### config.mk
export PLATFORM = sky130hd
export DESIGN_NAME = rtc_irq_unit
export DESIGN_NICKNAME = d
export VERILOG_FILES = /design/src/rtl/rtc_irq_pkg.sv /design/src/rtl/rtc_cfg_regs.sv /design/src/rtl/rtc_alarm_cmp.sv /design/src/rtl/rtc_irq_status.sv /design/src/rtl/rtc_irq_unit.sv
export SDC_FILE = /design/constraint.sdc
export NUM_CORES = 1
export LEC_CHECK = 0
export BUFFER_PORTS_ARGS = -buffer_cell sky130_fd_sc_hd__buf_2
export CORE_MARGIN = 3
export CORE_UTILIZATION = 35
export DETAILED_ROUTE_END_ITERATION = 16
export SYNTH_ARGS = -nofsm -noshare
export SYNTH_HDL_FRONTEND = slang
export SYNTH_HIERARCHICAL = 1
export SYNTH_SLANG_ARGS = --single-unit
### constraint.sdc
create_clock -name clk -period 1.4 [get_ports clk]
set_input_delay 0 -clock clk [delete_from_list [all_inputs] [get_ports clk]]
set_output_delay 0 -clock clk [all_outputs]
set_load 0.005 [all_outputs]
### src/rtl/rtc_irq_pkg.sv
package rtc_irq_pkg;
  localparam int unsigned NFIELD      = 8;
  localparam int unsigned NSRC        = 2;
  localparam int unsigned SRC_TICK    = 0;
  localparam int unsigned SRC_ALARM   = 1;
  localparam logic [3:0]  ADDR_STATUS = 4'd0;
  localparam logic [3:0]  ADDR_INCEN  = 4'd1;
  localparam logic [3:0]  ADDR_MASK   = 4'd2;
endpackage

### src/rtl/rtc_cfg_regs.sv
module rtc_cfg_regs
  import rtc_irq_pkg::*;
#(
  parameter int unsigned FIELD_W = 12,
  parameter int unsigned DATA_W  = 32
) (
  input  logic                      clk,
  input  logic                      rst_n,
  input  logic                      wr_en,
  input  logic [3:0]                addr,
  input  logic [DATA_W-1:0]         wdata,
  input  logic [NSRC-1:0]           status,
  output logic [NFIELD-1:0]         inc_en,
  output logic [NFIELD-1:0]         mask,
  output logic [NFIELD*FIELD_W-1:0] alarm_flat,
  output logic [DATA_W-1:0]         rdata
);
  logic [NFIELD-1:0]  inc_en_q, inc_en_d;
  logic [NFIELD-1:0]  mask_q, mask_d;
  logic [FIELD_W-1:0] alarm_q [NFIELD];
  logic [FIELD_W-1:0] alarm_d [NFIELD];
  logic               alarm_sel;
  logic [2:0]         idx;

  assign alarm_sel = addr[3];
  assign idx       = addr[2:0];

  always_comb begin
    inc_en_d = inc_en_q;
    mask_d   = mask_q;
    for (int i = 0; i < NFIELD; i++) alarm_d[i] = alarm_q[i];
    if (wr_en) begin
      if (alarm_sel) alarm_d[idx] = wdata[FIELD_W-1:0];
      else if (addr == ADDR_INCEN) inc_en_d = wdata[NFIELD-1:0];
      else if (addr == ADDR_MASK)  mask_d   = wdata[NFIELD-1:0];
    end
  end

  always_ff @(posedge clk or negedge rst_n) begin
    if (!rst_n) begin
      inc_en_q <= '0;
      mask_q   <= '0;
      for (int i = 0; i < NFIELD; i++) alarm_q[i] <= '0;
    end else if (wr_en) begin
      inc_en_q <= inc_en_d;
      mask_q   <= mask_d;
      for (int i = 0; i < NFIELD; i++) alarm_q[i] <= alarm_d[i];
    end
  end

  for (genvar g = 0; g < NFIELD; g++) begin : g_flat
    assign alarm_flat[g*FIELD_W +: FIELD_W] = alarm_q[g];
  end

  assign inc_en = inc_en_q;
  assign mask   = mask_q;

  always_comb begin
    rdata = '0;
    if (alarm_sel) rdata[FIELD_W-1:0] = alarm_q[idx];
    else if (addr == ADDR_STATUS) rdata[NSRC-1:0]   = status;
    else if (addr == ADDR_INCEN)  rdata[NFIELD-1:0] = inc_en_q;
    else if (addr == ADDR_MASK)   rdata[NFIELD-1:0] = mask_q;
  end


  mask_write_chk: assert property (@(posedge clk) disable iff (!rst_n)
    (wr_en && addr == ADDR_MASK) |=> (mask == $past(wdata[NFIELD-1:0])));
endmodule

### src/rtl/rtc_alarm_cmp.sv
module rtc_alarm_cmp
  import rtc_irq_pkg::*;
#(
  parameter int unsigned FIELD_W = 12
) (
  input  logic                      clk,
  input  logic                      rst_n,
  input  logic [NFIELD*FIELD_W-1:0] cnt_flat,
  input  logic [NFIELD*FIELD_W-1:0] alarm_flat,
  input  logic [NFIELD-1:0]         mask,
  output logic                      rise
);
  logic [NFIELD-1:0] fld_ok;
  logic              match;
  logic              prev_q;

  for (genvar g = 0; g < NFIELD; g++) begin : g_cmp
    assign fld_ok[g] = mask[g] |
      (cnt_flat[g*FIELD_W +: FIELD_W] == alarm_flat[g*FIELD_W +: FIELD_W]);
  end

  assign match = &fld_ok;
  assign rise  = match & ~prev_q;

  always_ff @(posedge clk or negedge rst_n) begin
    if (!rst_n) prev_q <= 1'b0;
    else        prev_q <= match;
  end


  rise_then_held_chk: assert property (@(posedge clk) disable iff (!rst_n)
    rise |=> prev_q);

  all_masked_chk: assert property (@(posedge clk) disable iff (!rst_n)
    (&mask) |-> match);
endmodule

### src/rtl/rtc_irq_status.sv
module rtc_irq_status
  import rtc_irq_pkg::*;
(
  input  logic            clk,
  input  logic            rst_n,
  input  logic [NSRC-1:0] hw_set,
  input  logic [NSRC-1:0] sw_clr,
  output logic [NSRC-1:0] status
);
  logic [NSRC-1:0] stat_q, stat_d;
  logic            upd;

  assign upd    = |hw_set | |sw_clr;
  assign stat_d = (stat_q & ~sw_clr) | hw_set;

  always_ff @(posedge clk or negedge rst_n) begin
    if (!rst_n)   stat_q <= '0;
    else if (upd) stat_q <= stat_d;
  end

  assign status = stat_q;

  for (genvar g = 0; g < NSRC; g++) begin : g_chk

    set_wins_chk: assert property (@(posedge clk) disable iff (!rst_n)
      hw_set[g] |=> status[g]);

    w1c_chk: assert property (@(posedge clk) disable iff (!rst_n)
      (sw_clr[g] && !hw_set[g]) |=> !status[g]);

    hold_chk: assert property (@(posedge clk) disable iff (!rst_n)
      (!sw_clr[g] && !hw_set[g]) |=> $stable(status[g]));
  end
endmodule

### src/rtl/rtc_irq_unit.sv
module rtc_irq_unit
  import rtc_irq_pkg::*;
#(
  parameter int unsigned FIELD_W = 12,
  parameter int unsigned DATA_W  = 32
) (
  input  logic                      clk,
  input  logic                      rst_n,
  input  logic [8*FIELD_W-1:0]      cnt_val,
  input  logic [7:0]                cnt_inc,
  input  logic                      reg_wr,
  input  logic [3:0]                reg_addr,
  input  logic [DATA_W-1:0]         reg_wdata,
  output logic [DATA_W-1:0]         reg_rdata,
  output logic                      irq
);
  logic [NFIELD-1:0]         inc_en;
  logic [NFIELD-1:0]         mask;
  logic [NFIELD*FIELD_W-1:0] alarm_flat;
  logic [NSRC-1:0]           status;
  logic [NSRC-1:0]           hw_set;
  logic [NSRC-1:0]           sw_clr;
  logic                      alarm_rise;

  rtc_cfg_regs #(.FIELD_W(FIELD_W), .DATA_W(DATA_W)) u_regs (
    .clk(clk), .rst_n(rst_n), .wr_en(reg_wr), .addr(reg_addr),
    .wdata(reg_wdata), .status(status), .inc_en(inc_en), .mask(mask),
    .alarm_flat(alarm_flat), .rdata(reg_rdata)
  );

  rtc_alarm_cmp #(.FIELD_W(FIELD_W)) u_cmp (
    .clk(clk), .rst_n(rst_n), .cnt_flat(cnt_val), .alarm_flat(alarm_flat),
    .mask(mask), .rise(alarm_rise)
  );

  assign hw_set[SRC_TICK]  = |(cnt_inc & inc_en);
  assign hw_set[SRC_ALARM] = alarm_rise;
  assign sw_clr = (reg_wr && reg_addr == ADDR_STATUS) ? reg_wdata[NSRC-1:0] : '0;

  rtc_irq_status u_stat (
    .clk(clk), .rst_n(rst_n), .hw_set(hw_set), .sw_clr(sw_clr), .status(status)
  );

  assign irq = |status;


  irq_source_chk: assert property (@(posedge clk) disable iff (!rst_n)
    $rose(irq) |-> $past(|hw_set));

  tick_set_chk: assert property (@(posedge clk) disable iff (!rst_n)
    (|(cnt_inc & inc_en)) |=> irq);
endmodule

After elaboration in Yosys (flattened, before gate mapping). Index checks and enable logic that the tools add are counted. W data, S select, Z words.

Flip-flop bits (word level): 115. Input port bits: 143. Output and inout port bits: 33. Logic and storage cells: 66.

Magnitude comparators: 2. Eq/ne operators: 10. Mux-type cells: 13. Bitwise operators: 18. Reduce and logical (&&, ||, !) cells: 11.

Operators with widths (count): $bwmux W96 (1); $eq A12 B12 Y1 (8); $bmux W12 S3 (1); $demux W12 S3 (1); $mux W12 (3); $mux W8 (3); $or A1 B1 Y1 (9); $reduce_or A9 Y1 (1); $and A8 B8 Y8 (1); $reduce_and A8 Y1 (1); $reduce_or A8 Y1 (1); $mux W6 (1); $eq A4 B1 Y1 const B (1); $eq A4 B2 Y1 const B (1); $ge A4 B4 Y1 const B (1); $logic_not A4 Y1 (1); $lt A4 B1 Y1 const B (1); $mux W2 (2); $mux W4 (1); $not A3 Y4 (1); $reduce_and A4 Y1 (1); $reduce_or A2 Y1 (2); $not A1 Y1 (3); $reduce_and A3 Y1 (1); 6 further kinds (7).

Longest topological paths before layout. Gate-level depths: netlist (run 1).

Depth in word-level cells: 6. Depth in mapped cells: 6. Depth with buffers taken out: 6.

By module. Netlist (run 1), hierarchy kept.

By module, submodules not included: rtc_cfg_regs (instances 1, cells each 414, area each 5466.5 um^2, sequential area each 2802.7 um^2); rtc_alarm_cmp (instances 1, cells each 134, area each 1097.3 um^2, sequential area each 25.0 um^2); rtc_irq_status (instances 1, cells each 6, area each 72.6 um^2, sequential area each 50.0 um^2); rtc_irq_unit (instances 1, cells each 10, area each 67.6 um^2, sequential area each 0.0 um^2).

Worst setup path before layout (run 1). No wires, ideal clock.

Path type: flip-flop to flip-flop. Start: reg u_regs.alarm_q, in the netlist u_regs/alarm_flat[4]. End: reg u_stat.stat_q[1], in the netlist u_stat/status[1]. Data arrival time: 1.452 ns. Slack: -0.116 ns. Cell stages (with the launch flop): 7. Buffers on the path: 0. Path through: dfrtp_1 xor2_1 nor4_1 a31oi_1 nor4_1 and4b_1 a21o_1.

Cells in the longest elaborated chain, start to end: 6. Elaborated cells on any way between the ends: 7. Those cells by class: 1 x eq/ne; 4 x bitwise; 2 x reduce/logical.

RTL lines: start, declared (line rtc_cfg_regs.sv:20) `logic [FIELD_W-1:0] alarm_q [NFIELD];`; $eq A12 B12 Y1 * (line rtc_alarm_cmp.sv:19) `(cnt_flat[g*FIELD_W +: FIELD_W] == alarm_flat[g*FIELD_W +: FIELD_W]);`; $or A1 B1 Y1 * (line rtc_alarm_cmp.sv:18) `assign fld_ok[g] = mask[g] |`; $reduce_and A8 Y1 * (line rtc_alarm_cmp.sv:22) `assign match = &fld_ok;`; $and A1 B1 Y1 * (line rtc_alarm_cmp.sv:23) `assign rise = match & ~prev_q;`; named net alarm_rise (line rtc_irq_unit.sv:23) `logic alarm_rise;`; $reduce_or A9 Y1 (line rtc_irq_status.sv:13) `assign upd = |hw_set | |sw_clr;`; $or A1 B1 Y1 (line rtc_irq_status.sv:13); end signal, assigned (line rtc_irq_status.sv:18) `else if (upd) stat_q <= stat_d;`; end, declared (line rtc_irq_status.sv:10) `logic [NSRC-1:0] stat_q, stat_d;`.

Mark *: on every way through the listed nets, which the timed path passes. The rest lies on a longest branch. A chain may end at the register's enable or synchronous reset.

Final worst setup path (run 1).
Start: reg u_regs.alarm_q, in the netlist u_regs/alarm_flat[91]. End: out reg_rdata[7].

Cells in the longest elaborated chain, start to end: 4.

RTL lines: $bmux W12 S3 (line rtc_cfg_regs.sv:60) `if (alarm_sel) rdata[FIELD_W-1:0] = alarm_q[idx];`; $mux W12 (implied by the code) (2 in a row) (line rtc_cfg_regs.sv:60); $mux W8 (line rtc_cfg_regs.sv:60); end, declared (line rtc_irq_unit.sv:14) `output logic [DATA_W-1:0] reg_rdata,`.

No other way between the ends. The select of a mux whose other input is x is not followed.

==> results of run 1 <==
## per-layer routing
layer / GRT usage, % / vias to the layer above / share of wire, %
met1: 30.5 / 2845 / 44
met3: 6.28 / 50 / 7.6
met5: 0 / - / 0
met4: 8.64 / 0 / 3.0
li1: - / 2603 / -
met2: 35.4 / 278 / 46
## state kept, by name, summed over array words and instances (netlist names)
signal,count
u_regs/mask,8
u_cmp/prev_q,1
u_regs/inc_en,8
u_stat/status,2
u_regs/alarm_flat,96
## cell families after synthesis
kind of cell	count (synthesis)
simple gates	76
flops	115
xor+xnor	96
buf+inv	57
compound gates	82
mux	137
other cells	1
## synthesized netlist by cell type, types with 3 or more instances
cell type	number	area [sq um]
a21o_1	4	30.0
buf_1	9	33.8
nor2b_1	6	37.5
clkbuf_1	3	11.3
mux4_2	4	90.1
nor4_1	25	156
buf_4	34	255
dfrtp_1	115	2880
buf_6	3	33.8
mux2i_1	14	140
inv_1	6	22.5
o21ai_0	6	30.0
xor2_1	96	841
a22oi_1	19	143
nor2_1	10	37.5
mux2_1	22	248
nor2_2	5	31.3
o22ai_1	12	75.1
a22o_1	7	61.3
mux2_2	97	1090
a31oi_1	10	62.6
a21oi_1	11	55.1
nand2_1	8	30.0
## stage by stage
stage	power [mW]	std cells	worst slack, ps	setup TNS, ps	hold WS [ps]
CTS	13.3	1089	-515	-4900	2.69
detailed placement	8.60	1039	-566	-1510	-12.2
finish	13.5	1092	-515	-4880	11.9
floorplan	6.45	583	-96.6	-111	-296
global placement	8.47	1039	-495	-1260	-32.2
global route	14.1	1091	-579	-5550	21.8
## final timing paths
check / startpoint / to / cells after the start
min reg2reg: u_stat/status[0]$_DFFE_PN0P_ / u_stat/status[0]$_DFFE_PN0P_ / 1
max reg2reg: u_regs/alarm_flat[89]$_DFFE_PN0P_ / u_stat/status[1]$_DFFE_PN0P_ / 6
min in group asynchronous: rst_n / u_regs/alarm_flat[83]$_DFFE_PN0P_ / 2
max in group asynchronous: rst_n / u_regs/alarm_flat[55]$_DFFE_PN0P_ / 3
max: u_regs/alarm_flat[91]$_DFFE_PN0P_ / reg_rdata[7] / 5
min: reg_wdata[3] / u_regs/alarm_flat[87]$_DFFE_PN0P_ / 2
## final cells by class
type / instances / area share (%)
inverter: 6 / 0.232
clock buffer: 17 / 4.38
sequential: 115 / 29.6
multi-input combinational: 411 / 38.7
clock inverter: 15 / 1.71
antenna: 1 / 0.0257
timing repair buffer: 298 / 22.4
tap: 229 / 2.95
## what timing repair did
| item | in CTS | in global routing |
|---|---|---|
| buffers inserted | 5 | 2 |
| endpoints found under the hold margin | 149 | 0 |
| resized for setup | 46 | 21 |
| pin swaps | 21 | 19 |
| endpoints found under the setup margin | 14 | 14 |
| hold buffers | 14 | 0 |
## worst register-to-register path, stage by stage, from the launching register on
cell     delay, ps
dfrtp_1        400
xor2_1         170
nor4_1         450
a31oi_2        210
nor4_4         260
and4b_1        220
a21o_1          90
## where the power goes
| part | switching [mW] | internal (mW) |
|---|---|---|
| Clock | 1.61 | 2.77 |
| Combinational | 1.86 | 2.50 |
| Sequential | 0.653 | 4.09 |
| Total | 4.12 | 9.35 |
==> impl_results.md, run 1 <==
- Seq/Total Area, Yosys: 42.9%
- Slowest stage cell on the critical path: mux4_2
- Seq. cell area: 2880 sq um
- Mapped Cells: 564
- Worst-path fanout max: 2
- Compound-Gate Fraction of Synth Area: 8.47%
- Rows: 49
- Remaining routing DRC violations: 0
- FF-to-FF setup slack: -450 ps
- Fraction of layout cells with a size suffix above 1: 54.3%
- Synth Area in Simple Gates: 7.11%
- Clock sinks: 115
- Port Buffers: 135
- Vias: 5,776
- Top cell by count, worst path: o22ai_2
- WP data arrival: 1910 ps
- Main combinational cell family by area after synthesis: multiplexers
- Max Cap Violations: 0
- Slew Limit Fails: 0
- DP Area: 8620 sq um
- Fin crit share: 137%
- Final critical-path required period: 1910 ps
- Largest net degree at the start of global routing: 45
- RD Place Congestion: 0.898
- XOR/XNOR Fraction of Synth Area: 12.5%
- CP required: 1400 ps
- Worst path bufs/invs: 2
- WS Path Type: reg2out
- Most common cell after layout, fill and taps aside: buf_2
- Die ar.: 20,900 sq um
- Post-DP HPWL: 18,000 um
- Lkg Pwr: 4.58 nW
- Peak supply drop: 0.000813 V
- CP peak stage delay: 510 ps
- I/O Pins: 176
- Initial Utilization: 36.4%
- CORE AREA: 18,400 sq um
- Die Wd: 144 um
- Layout Skew: 7.07 ps
- Clock slew at reported path FFs: 60 ps
- Top Family by Delay on Critical Path: multiplexers
- Worst hold path class: in2reg
- RSZ-0062 raised after global routing: true
- Fmax: 522 MHz
- Layout Cell Area excl Fill: 9720 sq um
- Final hold vios: 0
- CTS max path bufs: 2
- Clk root buf: clkbuf_16
- Post-synthesis register bit count: 115
- Post-synth EDFFs: 0
- Drt pass-1 iters: 5
- CP endpoint kind: primary output
- FFs w/ async S/R, synth: 100%
- Drt via density: 5.29
- Failing checks: negative setup slack
- Mapped Area: 6700 sq um
- Number of routed nets with antenna violations: 0
- Wire per inst: 21.5 um
- Area Growth Syn to Fin: 45.0%
- Remaining Overflow, GRT: 0
- Routed wire length: 23,500 um
- Multi-input gate area: 3760 sq um
- CTS Buf Count: 17
- Number of global-route vias before repair: 5,992
- Die Span Y: 144 um
- Initial antenna violation count: 0
- CTS HTree Levels: 4
- Crit start category: flop
- Adder-cell area share of the yosys netlist: 0%
- Outcome: finished, violations left
- Mux contribution to synthesized area: 23.4%
- Power density over the cells: 1390 nW/um^2
- Post-Route Utilization: 52.9%
- Distinct cells, synth: 49
- Final #Nets: 992
- Syn Area/Cell: 11.9 sq um
- Fill count: 1,602
- Most frequent cells in the layout: 134 x buf_2, 115 x dfrtp_1, 114 x buf_4
- Clock latency on the worst-skew pair: 430 ps
- Worst-path cell chain: buf_6 -> mux4_2 -> o22ai_2 -> o22ai_2 -> buf_2
- First-pass GRT wire length: 34,600 um
- Final setup vio count: 14
- CTS tree: built
- Violation count after the first detailed-route iteration: 405
- Overall Global Routing Usage: 22.8%
- Synth Flop Type: dfrtp_1
- Final WS setup: -515 ps
- Warnings, synthesis: 6
Power figures use the tool's default switching activity.
==> run 2: changes to the inputs <==
Settings changed: TNS_END_PERCENT set to 5.
==> impl_results.md, run 2 (synthesized netlist as in run 1, its figures left out) <==
- Outcome: finished, violations left
- Failing checks: negative setup slack
- CTS HTree Levels: 4
- Die Span Y: 144 um
- CP peak stage delay: 380 ps
- CTS max path bufs: 2
- Psw: 3.86 mW
- Crit start category: flop
- Worst-path cell chain: xor2_1 -> nor4_2 -> buf_4 -> a31oi_1 -> nor4_2 -> and4b_1 -> a21o_1
- Final setup vio count: 14
- Remaining routing DRC violations: 0
- Die ar.: 20,900 sq um
- Final critical-path required period: 1920 ps
- Slew Limit Fails: 0
- Drt via density: 5.26
- CORE AREA: 18,400 sq um
- Clock slew at reported path FFs: 50 ps
- Lkg Pwr: 4.50 nW
- Post-DP HPWL: 17,900 um
- Clock sinks: 115
- CP endpoint kind: flop
- Largest net degree at the start of global routing: 43
- Slowest stage cell on the critical path: dfrtp_1
- Fraction of layout cells with a size suffix above 1: 52.4%
- Most frequent cells in the layout: 134 x buf_2, 127 x buf_4, 115 x dfrtp_1
- Final #Nets: 984
- Power density over the cells: 1380 nW/um^2
- CP required: 1750 ps
- Wire per inst: 21.5 um
- Top cell by count, worst path: nor4_2
- Number of global-route vias before repair: 5,965
- Placed insts: 1,037
- Initial antenna violation count: 0
- RSZ-0062 raised after global routing: true
- Fill count: 1,628
- Fmax: 522 MHz
- Layout Cell Area excl Fill: 9480 sq um
- Worst path bufs/invs: 1
- Drt pass-1 iters: 6
- First-pass GRT wire length: 34,700 um
- Port Buffers: 135
- Reg power frac: 36.1%
- Comb pwr share: 31.2%
- WP data arrival: 2260 ps
- Final hold vios: 0
- Number of flip-flops in the largest register: 96
- WS Path Type: reg2reg
- Layout Skew: 5.37 ps
- Vias: 5,686
- Final WS setup: -516 ps
- Clk root buf: clkbuf_16
- Area Growth Syn to Fin: 41.4%
- Initial Utilization: 36.4%
- CTS Buf Count: 17
- Final Total Pwr: 13.1 mW
- DP Area: 8600 sq um
- Fin cells: 1,082
- Violation count after the first detailed-route iteration: 356
- Routed wire length: 23,300 um
- Clk pwr share: 32.8%
- Overall Global Routing Usage: 22.6%
- Die Wd: 144 um
- Clock latency on the worst-skew pair: 410 ps
- Pint: 9.25 mW
- Most common cell after layout, fill and taps aside: buf_2
- Sw Ratio: 29.4%
- Number of routed nets with antenna violations: 0
- RD Place Congestion: 0.927
- CTS tree: built
- Remaining Overflow, GRT: 0
- I/O Pins: 176
- Peak supply drop: 0.000923 V
- Worst-path fanout max: 2
- FF-to-FF setup slack: -520 ps
- Worst hold path class: in2async
- Final hold slack: 16.6 ps
- Fin crit share: 137%
- Top Family by Delay on Critical Path: simple AND/OR/NAND/NOR gates
- Antenna diode count: 0
- Rows: 49
- Max Cap Violations: 0
## run 2: cell types whose count changed in the layout (fill, tap and decap cells not counted), sizes merged
| cell | before | now |
|---|---|---|
| clkbuf | 17 | 27 |
| buf | 284 | 276 |
| clkinv | 7 | 2 |
| clkinvlp | 5 | 0 |
| bufinv | 3 | 2 |
| diode | 1 | 0 |
## run 2: worst paths after layout
kind,from,endpoint,depth (start not counted)
min reg2reg,u_stat/status[0]$_DFFE_PN0P_,u_stat/status[0]$_DFFE_PN0P_,1
min in group clk,reg_wdata[6],u_regs/alarm_flat[66]$_DFFE_PN0P_,2
min,rst_n,u_regs/alarm_flat[77]$_DFFE_PN0P_,2
max,u_regs/alarm_flat[93]$_DFFE_PN0P_,u_stat/status[1]$_DFFE_PN0P_,7
max reg2reg,u_regs/alarm_flat[93]$_DFFE_PN0P_,u_stat/status[1]$_DFFE_PN0P_,7
max in group asynchronous,rst_n,u_regs/alarm_flat[46]$_DFFE_PN0P_,3
## run 2: repair_timing
item	4_1_cts	5_1_grt
endpoints found under the setup margin	14	14
hold buffers	14	0
buffers inserted	0	0
pin swaps	6	0
hold endpoints to repair	141	0
resized for setup	17	13
## run 2: stage by stage
stage / setup WS, ps / utilization (%) / setup TNS [ps]
4_1_cts: -491 / 51.2 / -4850
5_1_grt: -551 / 51.5 / -5670
2_1_floorplan: -96.6 / - / -111
6_report: -516 / 51.5 / -4850
3_3_place_gp: -494 / 46.8 / -1180
3_5_place_dp: -541 / 46.8 / -1430
## run 2: power by group through the flow
stage / registers (mW) / clock network, mW / logic [mW]
final: 4.73 / 4.30 / 4.08
after global routing: 4.81 / 4.53 / 4.38
after CTS: 4.73 / 4.35 / 3.98
after detailed placement: 4.78 / 0 / 3.82
after global placement: 4.74 / 0 / 3.73
after floorplan: 4.65 / 0 / 1.80
## run 2: area by class of cell
type	count	area [sq um]	area share, %
Timing Repair Buffer	290	2040	21.5
Multi-Input combinational cell	411	3670	38.7
Tap cell	229	287	3.02
Inverter	6	22.5	0.238
Sequential cell	115	2880	30.4
Clock inverter	4	70.1	0.739
Clock buffer	27	513	5.41
## run 2: routing by layer
layer	global-route usage (%)	vias up	routed length (um)
li1	-	2577	-
met1	31.0	2821	10400
met2	36.3	265	11000
met3	5.26	23	1580
met4	5.60	0	340
met5	0	-	0
==> run 3: changes to the inputs <==
Settings changed: CORE_UTILIZATION 35 to 30.
Clock period 1.4 ns to 2.3 ns, I/O delays scaled along.
==> impl_results.md, run 3 (synthesized netlist as in run 1, its figures left out) <==
- Outcome: complete, no violations
- Number of flip-flops in the largest register: 96
- Clk pwr share: 36.0%
- Number of routed nets with antenna violations: 0
- Clk root buf: clkbuf_16
- Fin crit share: 93.2%
- RD Place Congestion: 0.890
- Final #Nets: 858
- Vias: 5,108
- Post-DP HPWL: 17,000 um
- Max Cap Violations: 0
- CP required: 2660 ps
- Drt pass-1 iters: 5
- CORE AREA: 21,900 sq um
- Fin Setup TNS: 0 ps
- Overall Global Routing Usage: 18.2%
- Worst-path fanout max: 3
- Port Buffers: 135
- Power density over the cells: 866 nW/um^2
- Layout Skew: 6.64 ps
- Initial antenna violation count: 0
- Tightest Pin Transition: 629 ps
- Sw Ratio: 29.8%
- WP data arrival: 2500 ps
- Slew Limit Fails: 0
- Worst hold path class: in2reg
- CTS max path bufs: 2
- Antenna diode count: 0
- CP endpoint kind: flop
- Routed wire length: 22,100 um
- Peak supply drop: 0.000568 V
- Drt via density: 5.08
- Clock latency on the worst-skew pair: 420 ps
- Remaining routing DRC violations: 0
- Initial Utilization: 30.6%
- Final WS setup: 156 ps
- Final critical-path required period: 2140 ps
- Area Growth Syn to Fin: 23.7%
- Clock slew at reported path FFs: 50 ps
- Die Span Y: 155 um
- Post-cts gate resize count: 0
- Comb pwr share: 22.3%
- Die Wd: 155 um
- CTS tree: built
- Lkg Pwr: 3.83 nW
- Most common cell after layout, fill and taps aside: buf_2
- Die ar.: 24,200 sq um
- Cts hold-fix bufs: 8
- Remaining Overflow, GRT: 0
- WS Path Type: reg2reg
- Post-CTS Setup Inserts: 0
- RSZ-0062 raised after global routing: false
- Pint: 5.04 mW
- Number of global-route vias before repair: 5,148
- I/O Pins: 176
- Worst slack, placed: 151 ps
- Slew HR: 57.7%
- Fmax: 466 MHz
- CTS Buf Count: 17
- First-pass GRT wire length: 32,400 um
- CTS HTree Levels: 4
- Reg power frac: 41.7%
- Wire per inst: 22.0 um
- Fraction of layout cells with a size suffix above 1: 41.9%
- Violation count after the first detailed-route iteration: 408
- Clock sinks: 115
- Rows: 54
- Crit start category: flop
- Final setup vio count: 0
- Final hold vios: 0
- Fill count: 2,199
- Psw: 2.14 mW
- Largest net degree at the start of global routing: 85
- Most frequent cells in the layout: 134 x buf_2, 115 x dfrtp_1, 97 x mux2_2
-- run 3: changes by cell type in the layout (fill, tap and decap cells not counted), sizes merged --
cell / delta
buf: -120
dlygate4sd3: -6
clkbuf: -2
bufinv: -1
clkinv: +1
-- run 3: worst max-delay path, stage by stage, from the launching register on --
cell     delay (ps)
dfrtp_1         440
xor2_1          190
nor4_1          580
a31oi_1         220
nor4_1          310
and4b_1         260
a21o_1           90
-- run 3: path summary, 6_finish.rpt --
path	end	depth (start not counted)	slack, ps	start
worst max-delay path	u_stat/status[1]$_DFFE_PN0P_	6	160	u_regs/alarm_flat[36]$_DFFE_PN0P_
worst min-delay path	u_regs/alarm_flat[87]$_DFFE_PN0P_	2	20	reg_wdata[3]
worst max register to register	u_stat/status[1]$_DFFE_PN0P_	6	160	u_regs/alarm_flat[36]$_DFFE_PN0P_
worst min register to register	u_stat/status[0]$_DFFE_PN0P_	1	520	u_stat/status[0]$_DFFE_PN0P_
max in group asynchronous	u_regs/alarm_flat[47]$_DFFE_PN0P_	3	1410	rst_n
min in group asynchronous	u_regs/alarm_flat[14]$_DFFE_PN0P_	2	60	rst_n
-- run 3: per-stage QoR --
step           power [mW]  area (sq um)  cells  util, %  hold slack, ps
3_5_place_dp         4.60          7630    968     34.9           -23.4
2_1_floorplan        3.93          6780    583        -            -296
3_3_place_gp         4.56          7630    968     34.9           -22.3
6_report             7.18          8290   1005     37.9            20.8
5_1_grt              7.49          8290   1005     37.9            21.1
4_1_cts              7.21          8290   1005     37.9          0.0245
-- run 3: final cells by class --
cell class                      instances  area (sq um)  share of cell area [%]
Inverter                                6          22.5                   0.272
Sequential cell                       115          2880                    34.7
Clock inverter                          4          45.0                   0.543
Multi-Input combinational cell        411          3530                    42.6
Timing Repair Buffer                  164           928                    11.2
Tap cell                              280           350                    4.23
Clock buffer                           25           536                    6.46
-- run 3: power by group through the flow --
stage                     clock network (mW)  registers (mW)  logic (mW)
after global routing                    2.70            3.05        1.74
after detailed placement                   0            3.03        1.57
after floorplan                            0            2.83        1.10
after global placement                     0            3.01        1.55
after CTS                               2.62            3.00        1.60
final                                   2.59            2.99        1.60
-- run 3: layer usage --
metal  GRT usage [%]  routed length (um)
met2            29.0               10400
met3            4.17                1360
met1            23.9                9680
met4            7.42                 698
met5               0                   0
